### src/rtl/flash_erase_pkg.sv
package flash_erase_pkg;
  typedef enum logic [2:0] {
    ST_IDLE  = 3'd0,
    ST_ERASE = 3'd1,
    ST_CHIP  = 3'd2,
    ST_SPEND = 3'd3,
    ST_SUSP  = 3'd4
  } est_e;

  typedef enum logic [1:0] {K_SECT = 2'd0, K_BLK = 2'd1, K_CHIP = 2'd2} kind_e;

  localparam logic [7:0] OP_SECT   = 8'h30;
  localparam logic [7:0] OP_BLK    = 8'h50;
  localparam logic [7:0] OP_CHIP   = 8'h10;
  localparam logic [7:0] OP_SUSP   = 8'hB0;
  localparam logic [7:0] OP_RESUME = 8'h30;
  localparam logic [11:0] UA_A = 12'h555;
  localparam logic [11:0] UA_B = 12'h2AA;

  // Expected {address, data} of unlock write number idx (0..4).
  function automatic logic [19:0] unlock_step(input logic [2:0] idx);
    case (idx)
      3'd0:    return {UA_A, 8'hAA};
      3'd1:    return {UA_B, 8'h55};
      3'd2:    return {UA_A, 8'h80};
      3'd3:    return {UA_A, 8'hAA};
      default: return {UA_B, 8'h55};
    endcase
  endfunction
endpackage

### src/rtl/fes_strobe.sv
module fes_strobe #(
  parameter int AW = 16,
  parameter int DW = 8
) (
  input  logic          clk,
  input  logic          rst_n,
  input  logic [AW-1:0] addr,
  input  logic [DW-1:0] data,
  input  logic          ce_n,
  input  logic          we_n,
  output logic          wr_valid,
  output logic [AW-1:0] wr_addr,
  output logic [DW-1:0] wr_data
);
  logic          we_q;
  logic [AW-1:0] addr_cap;
  logic          fall, rise;

  assign fall = we_q & ~we_n & ~ce_n;
  assign rise = ~we_q & we_n & ~ce_n;

  // Address taken on the falling strobe, data on the rising strobe.
  always_ff @(posedge clk or negedge rst_n) begin
    if (!rst_n) begin
      we_q     <= 1'b1;
      addr_cap <= '0;
      wr_valid <= 1'b0;
      wr_addr  <= '0;
      wr_data  <= '0;
    end else begin
      we_q     <= we_n;
      wr_valid <= rise;
      if (fall) addr_cap <= addr;
      if (rise) begin
        wr_addr <= addr_cap;
        wr_data <= data;
      end
    end
  end
endmodule

### src/rtl/fes_decode.sv
module fes_decode
  import flash_erase_pkg::*;
#(
  parameter int AW       = 16,
  parameter int DW       = 8,
  parameter int SECT_LOG = 11,
  localparam int SI_W    = AW - SECT_LOG
) (
  input  logic            clk,
  input  logic            rst_n,
  input  logic            wr_valid,
  input  logic [AW-1:0]   wr_addr,
  input  logic [DW-1:0]   wr_data,
  input  logic            idle,
  input  logic            wp_n,
  output logic            start,
  output kind_e           start_kind,
  output logic [SI_W-1:0] start_sect
);
  logic [2:0]  step;
  logic [19:0] pat;
  logic        unlock_ok;

  assign pat        = unlock_step(step);
  assign unlock_ok  = (wr_addr == AW'(pat[19:8])) && (wr_data[7:0] == pat[7:0]);
  assign start_sect = wr_addr[AW-1:SECT_LOG];

  // final-write command selection
  always_comb begin
    start      = 1'b0;
    start_kind = K_SECT;
    if (wr_valid && idle && step == 3'd5) begin
      if (wr_data[7:0] == OP_SECT) begin
        start = 1'b1;
      end else if (wr_data[7:0] == OP_BLK) begin
        start      = 1'b1;
        start_kind = K_BLK;
      end else if (wr_data[7:0] == OP_CHIP && wr_addr == AW'(UA_A) && wp_n) begin
        start      = 1'b1;
        start_kind = K_CHIP;
      end
    end
  end

  // any mismatch drops back to step 0; non-idle keeps decoder cleared
  always_ff @(posedge clk or negedge rst_n) begin
    if (!rst_n)         step <= 3'd0;
    else if (!idle)     step <= 3'd0;
    else if (wr_valid)  step <= (step == 3'd5) ? 3'd0 : (unlock_ok ? step + 3'd1 : 3'd0);
  end
endmodule

### src/rtl/fes_engine.sv
module fes_engine
  import flash_erase_pkg::*;
#(
  parameter int AW           = 16,
  parameter int DW           = 8,
  parameter int SECT_LOG     = 11,
  parameter int BLK_SECT_LOG = 4,
  parameter int NUM_BLK      = 2,
  parameter int SECT_CYC     = 60,
  parameter int BLK_CYC      = 90,
  parameter int CHIP_CYC     = 120,
  parameter int SUSP_LAT     = 6,
  localparam int SI_W        = AW - SECT_LOG,
  localparam int NUM_SECT    = NUM_BLK << BLK_SECT_LOG
) (
  input  logic                clk,
  input  logic                rst_n,
  input  logic                start,
  input  kind_e               start_kind,
  input  logic [SI_W-1:0]     start_sect,
  input  logic                wr_valid,
  input  logic [DW-1:0]       wr_data,
  input  logic [SI_W-1:0]     probe_sect,
  output est_e                st,
  output logic [NUM_SECT-1:0] clean,
  output logic                grant,
  output logic                busy
);
  localparam int MAX_A   = (SECT_CYC > BLK_CYC) ? SECT_CYC : BLK_CYC;
  localparam int MAX_CYC = (MAX_A > CHIP_CYC) ? MAX_A : CHIP_CYC;
  localparam int CNT_W   = $clog2(MAX_CYC + 1);
  localparam int LAT_W   = $clog2(SUSP_LAT + 2);

  logic                kind_blk;
  logic [SI_W-1:0]     tgt_sect;
  logic [CNT_W-1:0]    cnt;
  logic [LAT_W-1:0]    lat;
  logic [NUM_SECT-1:0] hit;
  logic                cmd_susp, cmd_resume;

  assign cmd_susp   = wr_valid && (wr_data[7:0] == OP_SUSP);
  assign cmd_resume = wr_valid && (wr_data[7:0] == OP_RESUME);

  // Sectors covered by the current target (sector or whole block)
  for (genvar i = 0; i < NUM_SECT; i++) begin : g_hit
    localparam logic [SI_W-1:0] IDX = SI_W'(i);
    assign hit[i] = kind_blk ? (IDX[SI_W-1:BLK_SECT_LOG] == tgt_sect[SI_W-1:BLK_SECT_LOG])
                             : (IDX == tgt_sect);
  end

  always_ff @(posedge clk or negedge rst_n) begin
    if (!rst_n) begin
      st       <= ST_IDLE;
      kind_blk <= 1'b0;
      tgt_sect <= '0;
      cnt      <= '0;
      lat      <= '0;
      clean    <= '0;
    end else begin
      case (st)
        ST_IDLE: if (start) begin
          st       <= (start_kind == K_CHIP) ? ST_CHIP : ST_ERASE;
          kind_blk <= (start_kind == K_BLK);
          tgt_sect <= start_sect;
          cnt      <= (start_kind == K_CHIP) ? CNT_W'(CHIP_CYC - 1) :
                      (start_kind == K_BLK)  ? CNT_W'(BLK_CYC - 1)  : CNT_W'(SECT_CYC - 1);
        end
        ST_ERASE: begin
          if (cnt == '0) begin
            st    <= ST_IDLE;
            clean <= clean | hit;
          end else if (cmd_susp) begin
            st  <= ST_SPEND;
            lat <= LAT_W'(SUSP_LAT - 1);
          end else begin
            cnt <= cnt - 1'b1;
          end
        end
        ST_SPEND: begin
          if (lat == '0) st <= ST_SUSP;
          else           lat <= lat - 1'b1;
        end
        ST_SUSP: if (cmd_resume) st <= ST_ERASE;
        ST_CHIP: begin
          if (cnt == '0) begin
            st    <= ST_IDLE;
            clean <= '1;
          end else begin
            cnt <= cnt - 1'b1;
          end
        end
        default: st <= ST_IDLE;
      endcase
    end
  end

  assign busy = (st == ST_ERASE) || (st == ST_CHIP) || (st == ST_SPEND);

  always_comb begin
    case (st)
      ST_IDLE: grant = 1'b1;
      ST_SUSP: grant = kind_blk ? (probe_sect[SI_W-1:BLK_SECT_LOG] != tgt_sect[SI_W-1:BLK_SECT_LOG])
                                : (probe_sect != tgt_sect);
      default: grant = 1'b0;
    endcase
  end

  // Checker-side age counter for the suspend window
  logic [LAT_W-1:0] pend_age;
  always_ff @(posedge clk or negedge rst_n) begin
    if (!rst_n)              pend_age <= '0;
    else if (st == ST_SPEND) pend_age <= pend_age + 1'b1;
    else                     pend_age <= '0;
  end


  susp_lat_chk: assert property (@(posedge clk) disable iff (!rst_n)
    pend_age <= LAT_W'(SUSP_LAT)) else $error("suspend latency exceeded");

  chip_hold_chk: assert property (@(posedge clk) disable iff (!rst_n)
    (st == ST_CHIP && cnt != '0) |=> (st == ST_CHIP)) else $error("chip erase interrupted");

  grant_busy_chk: assert property (@(posedge clk) disable iff (!rst_n)
    busy |-> !grant) else $error("grant while busy");

  tgt_hold_chk: assert property (@(posedge clk) disable iff (!rst_n)
    (st != ST_IDLE) |=> $stable(tgt_sect)) else $error("target changed while busy");

  clean_mono_chk: assert property (@(posedge clk) disable iff (!rst_n)
    1'b1 |=> ((~clean & $past(clean)) == '0)) else $error("clean flag cleared");
endmodule

### src/rtl/flash_erase_ctrl.sv
module flash_erase_ctrl
  import flash_erase_pkg::*;
#(
  parameter int SECT_LOG     = 11,
  parameter int BLK_SECT_LOG = 4,
  parameter int NUM_BLK      = 2,
  parameter int DW           = 8,
  parameter int SECT_CYC     = 60,
  parameter int BLK_CYC      = 90,
  parameter int CHIP_CYC     = 120,
  parameter int SUSP_LAT     = 6,
  parameter int ADDR_W       = SECT_LOG + BLK_SECT_LOG + $clog2(NUM_BLK)
) (
  input  logic                                clk,
  input  logic                                rst_n,
  input  logic [ADDR_W-1:0]                   addr,
  input  logic [DW-1:0]                       data,
  input  logic                                ce_n,
  input  logic                                we_n,
  input  logic                                wp_n,
  output logic [2:0]                          erase_st,
  output logic [(NUM_BLK<<BLK_SECT_LOG)-1:0]  sect_clean,
  output logic                                grant,
  output logic                                busy
);
  localparam int SI_W = ADDR_W - SECT_LOG;

  logic              wr_valid;
  logic [ADDR_W-1:0] wr_addr;
  logic [DW-1:0]     wr_data;
  logic              start;
  kind_e             start_kind;
  logic [SI_W-1:0]   start_sect;
  est_e              st;

  fes_strobe #(.AW(ADDR_W), .DW(DW)) u_strobe (
    .clk(clk), .rst_n(rst_n), .addr(addr), .data(data), .ce_n(ce_n), .we_n(we_n),
    .wr_valid(wr_valid), .wr_addr(wr_addr), .wr_data(wr_data));

  fes_decode #(.AW(ADDR_W), .DW(DW), .SECT_LOG(SECT_LOG)) u_decode (
    .clk(clk), .rst_n(rst_n), .wr_valid(wr_valid), .wr_addr(wr_addr), .wr_data(wr_data),
    .idle(st == ST_IDLE), .wp_n(wp_n),
    .start(start), .start_kind(start_kind), .start_sect(start_sect));

  fes_engine #(.AW(ADDR_W), .DW(DW), .SECT_LOG(SECT_LOG), .BLK_SECT_LOG(BLK_SECT_LOG),
               .NUM_BLK(NUM_BLK), .SECT_CYC(SECT_CYC), .BLK_CYC(BLK_CYC),
               .CHIP_CYC(CHIP_CYC), .SUSP_LAT(SUSP_LAT)) u_engine (
    .clk(clk), .rst_n(rst_n), .start(start), .start_kind(start_kind), .start_sect(start_sect),
    .wr_valid(wr_valid), .wr_data(wr_data), .probe_sect(addr[ADDR_W-1:SECT_LOG]),
    .st(st), .clean(sect_clean), .grant(grant), .busy(busy));

  assign erase_st = st;


  wp_chip_chk: assert property (@(posedge clk) disable iff (!rst_n)
    $rose(erase_st == ST_CHIP) |-> $past(wp_n)) else $error("chip erase under write protect");
endmodule

### config.mk
export PLATFORM = sky130hd
export DESIGN_NAME = flash_erase_ctrl
export DESIGN_NICKNAME = d
export VERILOG_FILES = /design/src/rtl/flash_erase_pkg.sv /design/src/rtl/fes_strobe.sv /design/src/rtl/fes_decode.sv /design/src/rtl/fes_engine.sv /design/src/rtl/flash_erase_ctrl.sv
export SDC_FILE = /design/constraint.sdc
export NUM_CORES = 1
export LEC_CHECK = 0
export ABC_AREA = 1
export BUFFER_PORTS_ARGS = -buffer_cell sky130_fd_sc_hd__buf_2
export CAP_MARGIN = 20
export CORE_UTILIZATION = 35
export DETAILED_ROUTE_END_ITERATION = 6
export RECOVER_POWER = 50
export SLEW_MARGIN = 20
export SYNTH_ARGS = -nofsm -noshare
export SYNTH_HDL_FRONTEND = slang
export SYNTH_SLANG_ARGS = --single-unit
### constraint.sdc
create_clock -name clk -period 2.4 [get_ports clk]
set_input_delay 0.12 -clock clk [delete_from_list [all_inputs] [get_ports clk]]
set_output_delay 0.12 -clock clk [all_outputs]
set_load 0.01 [all_outputs]
## Word-level counts from Yosys, hierarchy flattened

Cells that the tools add are included.

| operators by class | value |
|---|---|
| bitwise operators | 9 |
| muxes and demuxes | 69 |
| add/subtract/negate cells | 3 |
| eq/ne operators | 61 |
| reductions and logical operators | 23 |

Operator list:

| cell | count |
|---|---|
| == test 5 bit, first input constant | 16 |
| two-way mux 32 bit | 2 |
| case mux 32 bit (2 select lines) | 1 |
| two-way mux 7 bit | 6 |
| == test 4 x 5 -> 1 bit, first input constant | 8 |
| two-way mux 3 bit | 13 |
| case mux 19 bit (2 select lines) | 1 |
| two-way mux 1 bit | 37 |
| bitwise OR 32 bit | 1 |
| case mux 7 bit (3 select lines) | 1 |
| == test 3 x 5 -> 1 bit, first input constant | 4 |
| == test 16 x 11 -> 1 bit | 1 |
| == test 16 x 11 -> 1 bit, second input constant | 1 |
| case mux 3 bit (5 select lines) | 1 |
| == test 3 x 2 -> 1 bit, second input constant | 4 |
| != test 2 bit, second input constant | 6 |
| == test 2 x 5 -> 1 bit, first input constant | 2 |
| two-way mux 2 bit | 5 |
| != test 2 x 1 -> 1 bit, second input constant | 5 |
| AND reduction 5 bit | 2 |
| zero test 3 bit | 3 |
| == test 8 x 5 -> 1 bit, second input constant | 1 |
| == test 8 x 6 -> 1 bit, second input constant | 1 |
| == test 8 x 7 -> 1 bit, second input constant | 1 |
| other kinds (27) | 42 |

| storage, ports and cells | value |
|---|---|
| bits in registers | 96 |
| word-level logic and storage cells | 177 |
| bits of input ports | 29 |
| output and inout bits | 37 |

## Logic depth before layout (Yosys ltp)

| depth | value |
|---|---|
| depth after elaboration | 12 |
| gate-level depth with buffers | 13 |

## Cells and area by module

A second synthesis with hierarchy kept.

| unflattened totals | value |
|---|---|
| cells, all modules | 666 |
| area total of the unflattened synthesis | 5250.0 sq um |

Modules (own cells, without submodules):

| module | area an instance (sq um) | seq. area each (sq um) | cells each | instances |
|---|---|---|---|---|
| fes_engine | 2845.2 | 1276.2 | 365 | 1 |
| fes_strobe | 1722.9 | 1052.3 | 180 | 1 |
| fes_decode | 664.4 | 75.1 | 117 | 1 |
| flash_erase_ctrl | 17.5 | 0.0 | 4 | 1 |

## Least setup slack after synthesis

OpenSTA, ideal clock, no wires.

| path | value |
|---|---|
| path kind | register to register |
| start point | register u_decode.step[1] |
| end point | register u_engine.cnt[6] |
| path buffers | 0 |
| data required time | 2335 ps |
| arrival time | 1829 ps |
| period minus slack after synthesis | 1895 ps |
| cell stages (with the launch flop) | 10 |
| library setup time | 65 ps |
| path slack | 505 ps |
| path through | dfrtp_1 inv_1 ha_1 nand2_1 nor4_1 inv_1 ha_1 o211ai_1 nand3_1 nand2_1 |

| on the way | value |
|---|---|
| cells in the longest elaborated chain, start to end | 8 |
| elaborated cells on any way between the ends | 12 |

Ends and longest elaborated chain:

| what | line | source |
|---|---|---|
| start: declaration | fes_decode.sv:20 | `logic [2:0] step;` |
| start signal: assignment | fes_decode.sv:49 | `else if (wr_valid) step <= (step == 3'd5) ? 3'd0 : (unlock_ok ? step + 3'd1 : 3'd0);` |
| == test 3 bit * | fes_decode.sv:32 | `if (wr_valid && idle && step == 3'd5) begin` |
| logical AND 1 bit * | fes_decode.sv:32 |  |
| two-way mux 2 bit | fes_decode.sv:32 |  |
| == test 2 x 1 -> 1 bit | fes_engine.sv:66 | `(start_kind == K_BLK) ? CNT_W'(BLK_CYC - 1) : CNT_W'(SECT_CYC - 1);` |
| two-way mux 7 bit | fes_engine.sv:66 |  |
| two-way mux 7 bit | fes_engine.sv:65 | `cnt <= (start_kind == K_CHIP) ? CNT_W'(CHIP_CYC - 1) :` |
| two-way mux 7 bit | fes_engine.sv:61 | `ST_IDLE: if (start) begin` |
| case mux 7 bit (3 select lines) | fes_engine.sv:60 | `case (st)` |
| end signal: assignment | fes_engine.sv:65 |  |
| end signal: assignment | fes_engine.sv:76 | `cnt <= cnt - 1'b1;` |
| end signal: assignment | fes_engine.sv:89 | `cnt <= cnt - 1'b1;` |
| end: declaration | fes_engine.sv:36 | `logic [CNT_W-1:0] cnt;` |

Mark *: on every way between the ends. The rest lies on a longest branch, timed or not. The select of a mux whose other input is x is not followed.
A chain may end at the register's enable or synchronous reset.

## Worst setup path in the final report

| path | value |
|---|---|
| start point | register u_engine.tgt_sect[4] |
| end point | register u_engine.clean[30] |

| on the way | value |
|---|---|
| cells in the longest elaborated chain, start to end | 5 |

Ends and longest elaborated chain:

| what | line | source |
|---|---|---|
| start: declaration | fes_engine.sv:35 | `logic [SI_W-1:0] tgt_sect;` |
| start signal: assignment | fes_engine.sv:64 | `tgt_sect <= start_sect;` |
| == test 5 bit | fes_engine.sv:48 | `: (IDX == tgt_sect);` |
| two-way mux 1 bit * | fes_engine.sv:47 | `assign hit[i] = kind_blk ? (IDX[SI_W-1:BLK_SECT_LOG] == tgt_sect[SI_W-1:BLK_SECT_LOG])` |
| bitwise OR 32 bit * | fes_engine.sv:71 | `clean <= clean \| hit;` |
| two-way mux 32 bit * | fes_engine.sv:69 | `if (cnt == '0) begin` |
| case mux 32 bit (2 select lines) * | fes_engine.sv:60 |  |
| end signal: assignment | fes_engine.sv:71 |  |
| end: declaration | fes_engine.sv:25 | `output logic [NUM_SECT-1:0] clean,` |

Marks and branches as above.

==> qor.yml <==
pwr:
  power.density_nw_per_um2: 613
  cellLeakagePower_nw: 2.48
  worst_ir_drop_vdd_uv: 393
  p_total_mw: 3.46
placement:
  dp_hpwl_mm: 7.65
  pre_cts_slack_ns: 0.474
  place_area_um2: 5300
  port_buffers: 65
  gp_congestion: 0.830
setup_path:
  worst-setup-path-type: "reg2reg"
  crit_chain: "clkinv_1 > a21oi_1 > nor2_1 > o21bai_1"
  endpoint_kind: "register"
  crit_fanout: 19
  critPathSlowestCell: "dfrtp_1"
  worst_path_largest_cell_delay_ns: 0.73
  reg2regPathDepth: 4
  r2r_setup_slack_ns: 0.42
  arrival_ns: 2.24
  start_kind: "register"
  r2r-end: "u_engine.clean[30]$_DFFE_PN0P_"
  required_ns: 2.67
  r2r-start: "u_engine.tgt_sect[4]$_DFFE_PN0P_"
synth:
  yosys.area.top_type: "dfrtp_1"
  avgSynthCellArea_um2: 8.27
  syn_nets: 619
  synth_seq_cells: 96
  synth_area_um2: 4780
  ys.warnings.count: 0
  ys_types: 34
  yosys-top-cells-area: "dfrtp_1 50%, nand2_1 10%, nor2_1 6.7%"
  synth_top_cell_area_share: 0.497
  ys_seq_area_frac: 0.503
  synthCells: 578
floorplan:
  rows: 42
  boundaryPins: 66
  dieArea_um2: 14100
  dieWidth_um: 119
  dieHeight_um: 119
  coreArea_um2: 13300
  start_util: 0.360
global_route:
  grt_pass1_vias: 3821
  grt_max_degree: 42
  grt_remaining_overflow: 0
  antenna_found_initial: 0
  grt_pass1_wl_mm: 18.1
  grt_use_total: 0.162
clock_tree:
  cts_tree: "done"
  clockRootBuffer: "clkbuf_16"
  clk_pin_slew_worst_paths_ns: 0.06
  post_cts_buffers: 0
  clock_sinks: 96
  clkLatencyLatePin_ns: 0.34
  numCtsBuffers: 9
  clk_path_buf_depth: 2
  cts_max_level: 3
timing:
  hold_violations: 0
  rsz0062_at_grt: "no"
  max_slew_margin: 0.359
  worstMarginPinSlew_ns: 0.961
  fin_crit_sh: 0.824
  slew_violations: 0
  period_minus_slack_ns: 1.98
  setup_viol: 0
  setup_slack_ns: 0.422
  fin_skew_ns: 0.00569
  max_freq_mhz: 506
  setup_tns_ns: 0
layout:
  fin_area_um2: 5640
  diodes: 0
  final_common_cell: "nand2_1"
  area_delta_synth_final_pct: 17.9
  multi_input_area_um2: 2060
  regArea_um2: 2400
  drive_above_1_share: 0.117
  final_cell_mix: "127 x nand2_1, 95 x dfrtp_1, 84 x nor2_1"
  fin_nets: 695
  fillers: 1357
job:
  drv_cap: 0
detailed_routing:
  routed_wl_mm: 10.6
  drt_iter0_markers: 165
  drc: 0
  drt-wirelength-per-cell_um: 12.7
  firstDrtPassIters: 5
  num_vias: 3935
  route.met2.wl_mm: 4.72
  met1Wirelength_mm: 5.36
  highest_layer: "met4"
  met3_length_um: 372
  ant_nets: 0
  avgViaCountPerCell: 4.72
worst_hold_path:
  min_path_cells: 2
  min_path_type: "in2reg"
  min_to: "u_strobe.addr_cap[0]$_DFFE_PN0P_"
  hp-start: "addr[0]"
run_status:
  outcome: "finished, final reports clean"
## registers in the layout (all words and copies together) (netlist names)
signal,flops
u_engine.lat,3
u_engine.tgt_sect,5
u_strobe.wr_addr,16
u_strobe.addr_cap,16
u_engine.clean,32
u_strobe.wr_data,8
u_decode.step,3
u_strobe.wr_valid,1
u_engine.st,3
u_strobe.we_q,1
u_engine.cnt,7
u_engine.kind_blk,1
## power by group
part | total, mW | internal, mW | switching, mW | leakage, nW
Clock | 1.32 | 0.722 | 0.601 | 0.130
Combinational | 0.314 | 0.123 | 0.191 | 1.26
Sequential | 1.82 | 1.75 | 0.0714 | 1.10
Total | 3.46 | 2.59 | 0.864 | 2.48
## critical path, delay by kind of cell, from the launching register on
kind	cells	cell delay, ns
compound gates	2	0.47
simple gates	1	0.09
flops	1	0.73
buf+inv	1	0.62
## worst max path at each step
stage / startpoint / endpoint / slack [ns] / cells after the start
2_1_floorplan: u_decode.step[1]$_DFFE_PN0P_ / u_engine.cnt[6]$_DFFE_PN0P_ / 0.51 / 9
3_3_place_gp: u_decode.step[1]$_DFFE_PN0P_ / u_engine.cnt[6]$_DFFE_PN0P_ / 0.53 / 9
3_5_place_dp: u_strobe.wr_data[2]$_DFFE_PN0P_ / u_engine.cnt[6]$_DFFE_PN0P_ / 0.47 / 10
4_1_cts: u_strobe.wr_data[2]$_DFFE_PN0P_ / u_engine.cnt[6]$_DFFE_PN0P_ / 0.46 / 10
5_1_grt: u_strobe.wr_data[1]$_DFFE_PN0P_ / u_engine.st[0]$_DFFE_PN0P_ / 0.27 / 12
6_report: u_engine.tgt_sect[4]$_DFFE_PN0P_ / u_engine.clean[30]$_DFFE_PN0P_ / 0.42 / 4
## through the flow
step,std cells,hold slack [ns],util
5_1_grt,834,0.0175,0.424
6_report,834,0.0117,0.424
4_1_cts,834,0.000258,0.428
3_5_place_dp,807,0.134,0.399
3_3_place_gp,807,0.120,0.399
2_1_floorplan,578,-0.176,-
## what timing repair did
action / CTS / global route
resized for setup: 0 / 0
endpoints found under the hold margin: 44 / 0
hold buffers: 12 / 0
## per-layer routing
layer | vias up | GRT usage
met2 | 62 | 0.243
met3 | 12 | 0.0326
met5 | - | 0
met4 | 0 | 0.0546
met1 | 1858 | 0.231
li1 | 2003 | -
## synthesized netlist by cell type
master,number
nor3_1,2
o211a_1,1
a31oi_1,1
inv_1,58
o21bai_1,32
dfstp_2,1
nand2_2,4
clkinv_1,1
nor2_1,85
nand3_1,22
a21oi_1,42
mux2_2,8
o2111ai_1,1
nand4_1,3
buf_4,1
nand2_1,127
xnor2_1,3
o21ai_0,43
buf_2,8
buf_6,1
ha_1,12
nand3b_1,1
a22oi_1,1
nor3_4,1
nor4_1,1
clkbuf_1,10
o221ai_1,1
dfrtp_1,95
nor3b_1,1
nor2_4,4
or2_1,1
inv_2,3
nand3_2,2
o211ai_1,1
## cell type report
class / count / area share
inverters: 62 / 0.0413
repair buffers: 85 / 0.0799
clock inverters: 5 / 0.00599
multi-input cells: 400 / 0.365
clock buffers: 10 / 0.0424
flip-flops and latches: 96 / 0.426
well taps: 176 / 0.0391
## kinds of logic after synthesis
logic type / after synthesis / synth area share
AOI/OAI and AO/OA: 123 / 0.149
xor gates and xnor gates: 3 / 0.00550
adders and majority gates: 12 / 0.0314
buffers and inverters: 82 / 0.0688
DFF: 96 / 0.503
muxes: 8 / 0.0188
and+or+nand+nor: 254 / 0.223
(Power assumes the default switching activity.)
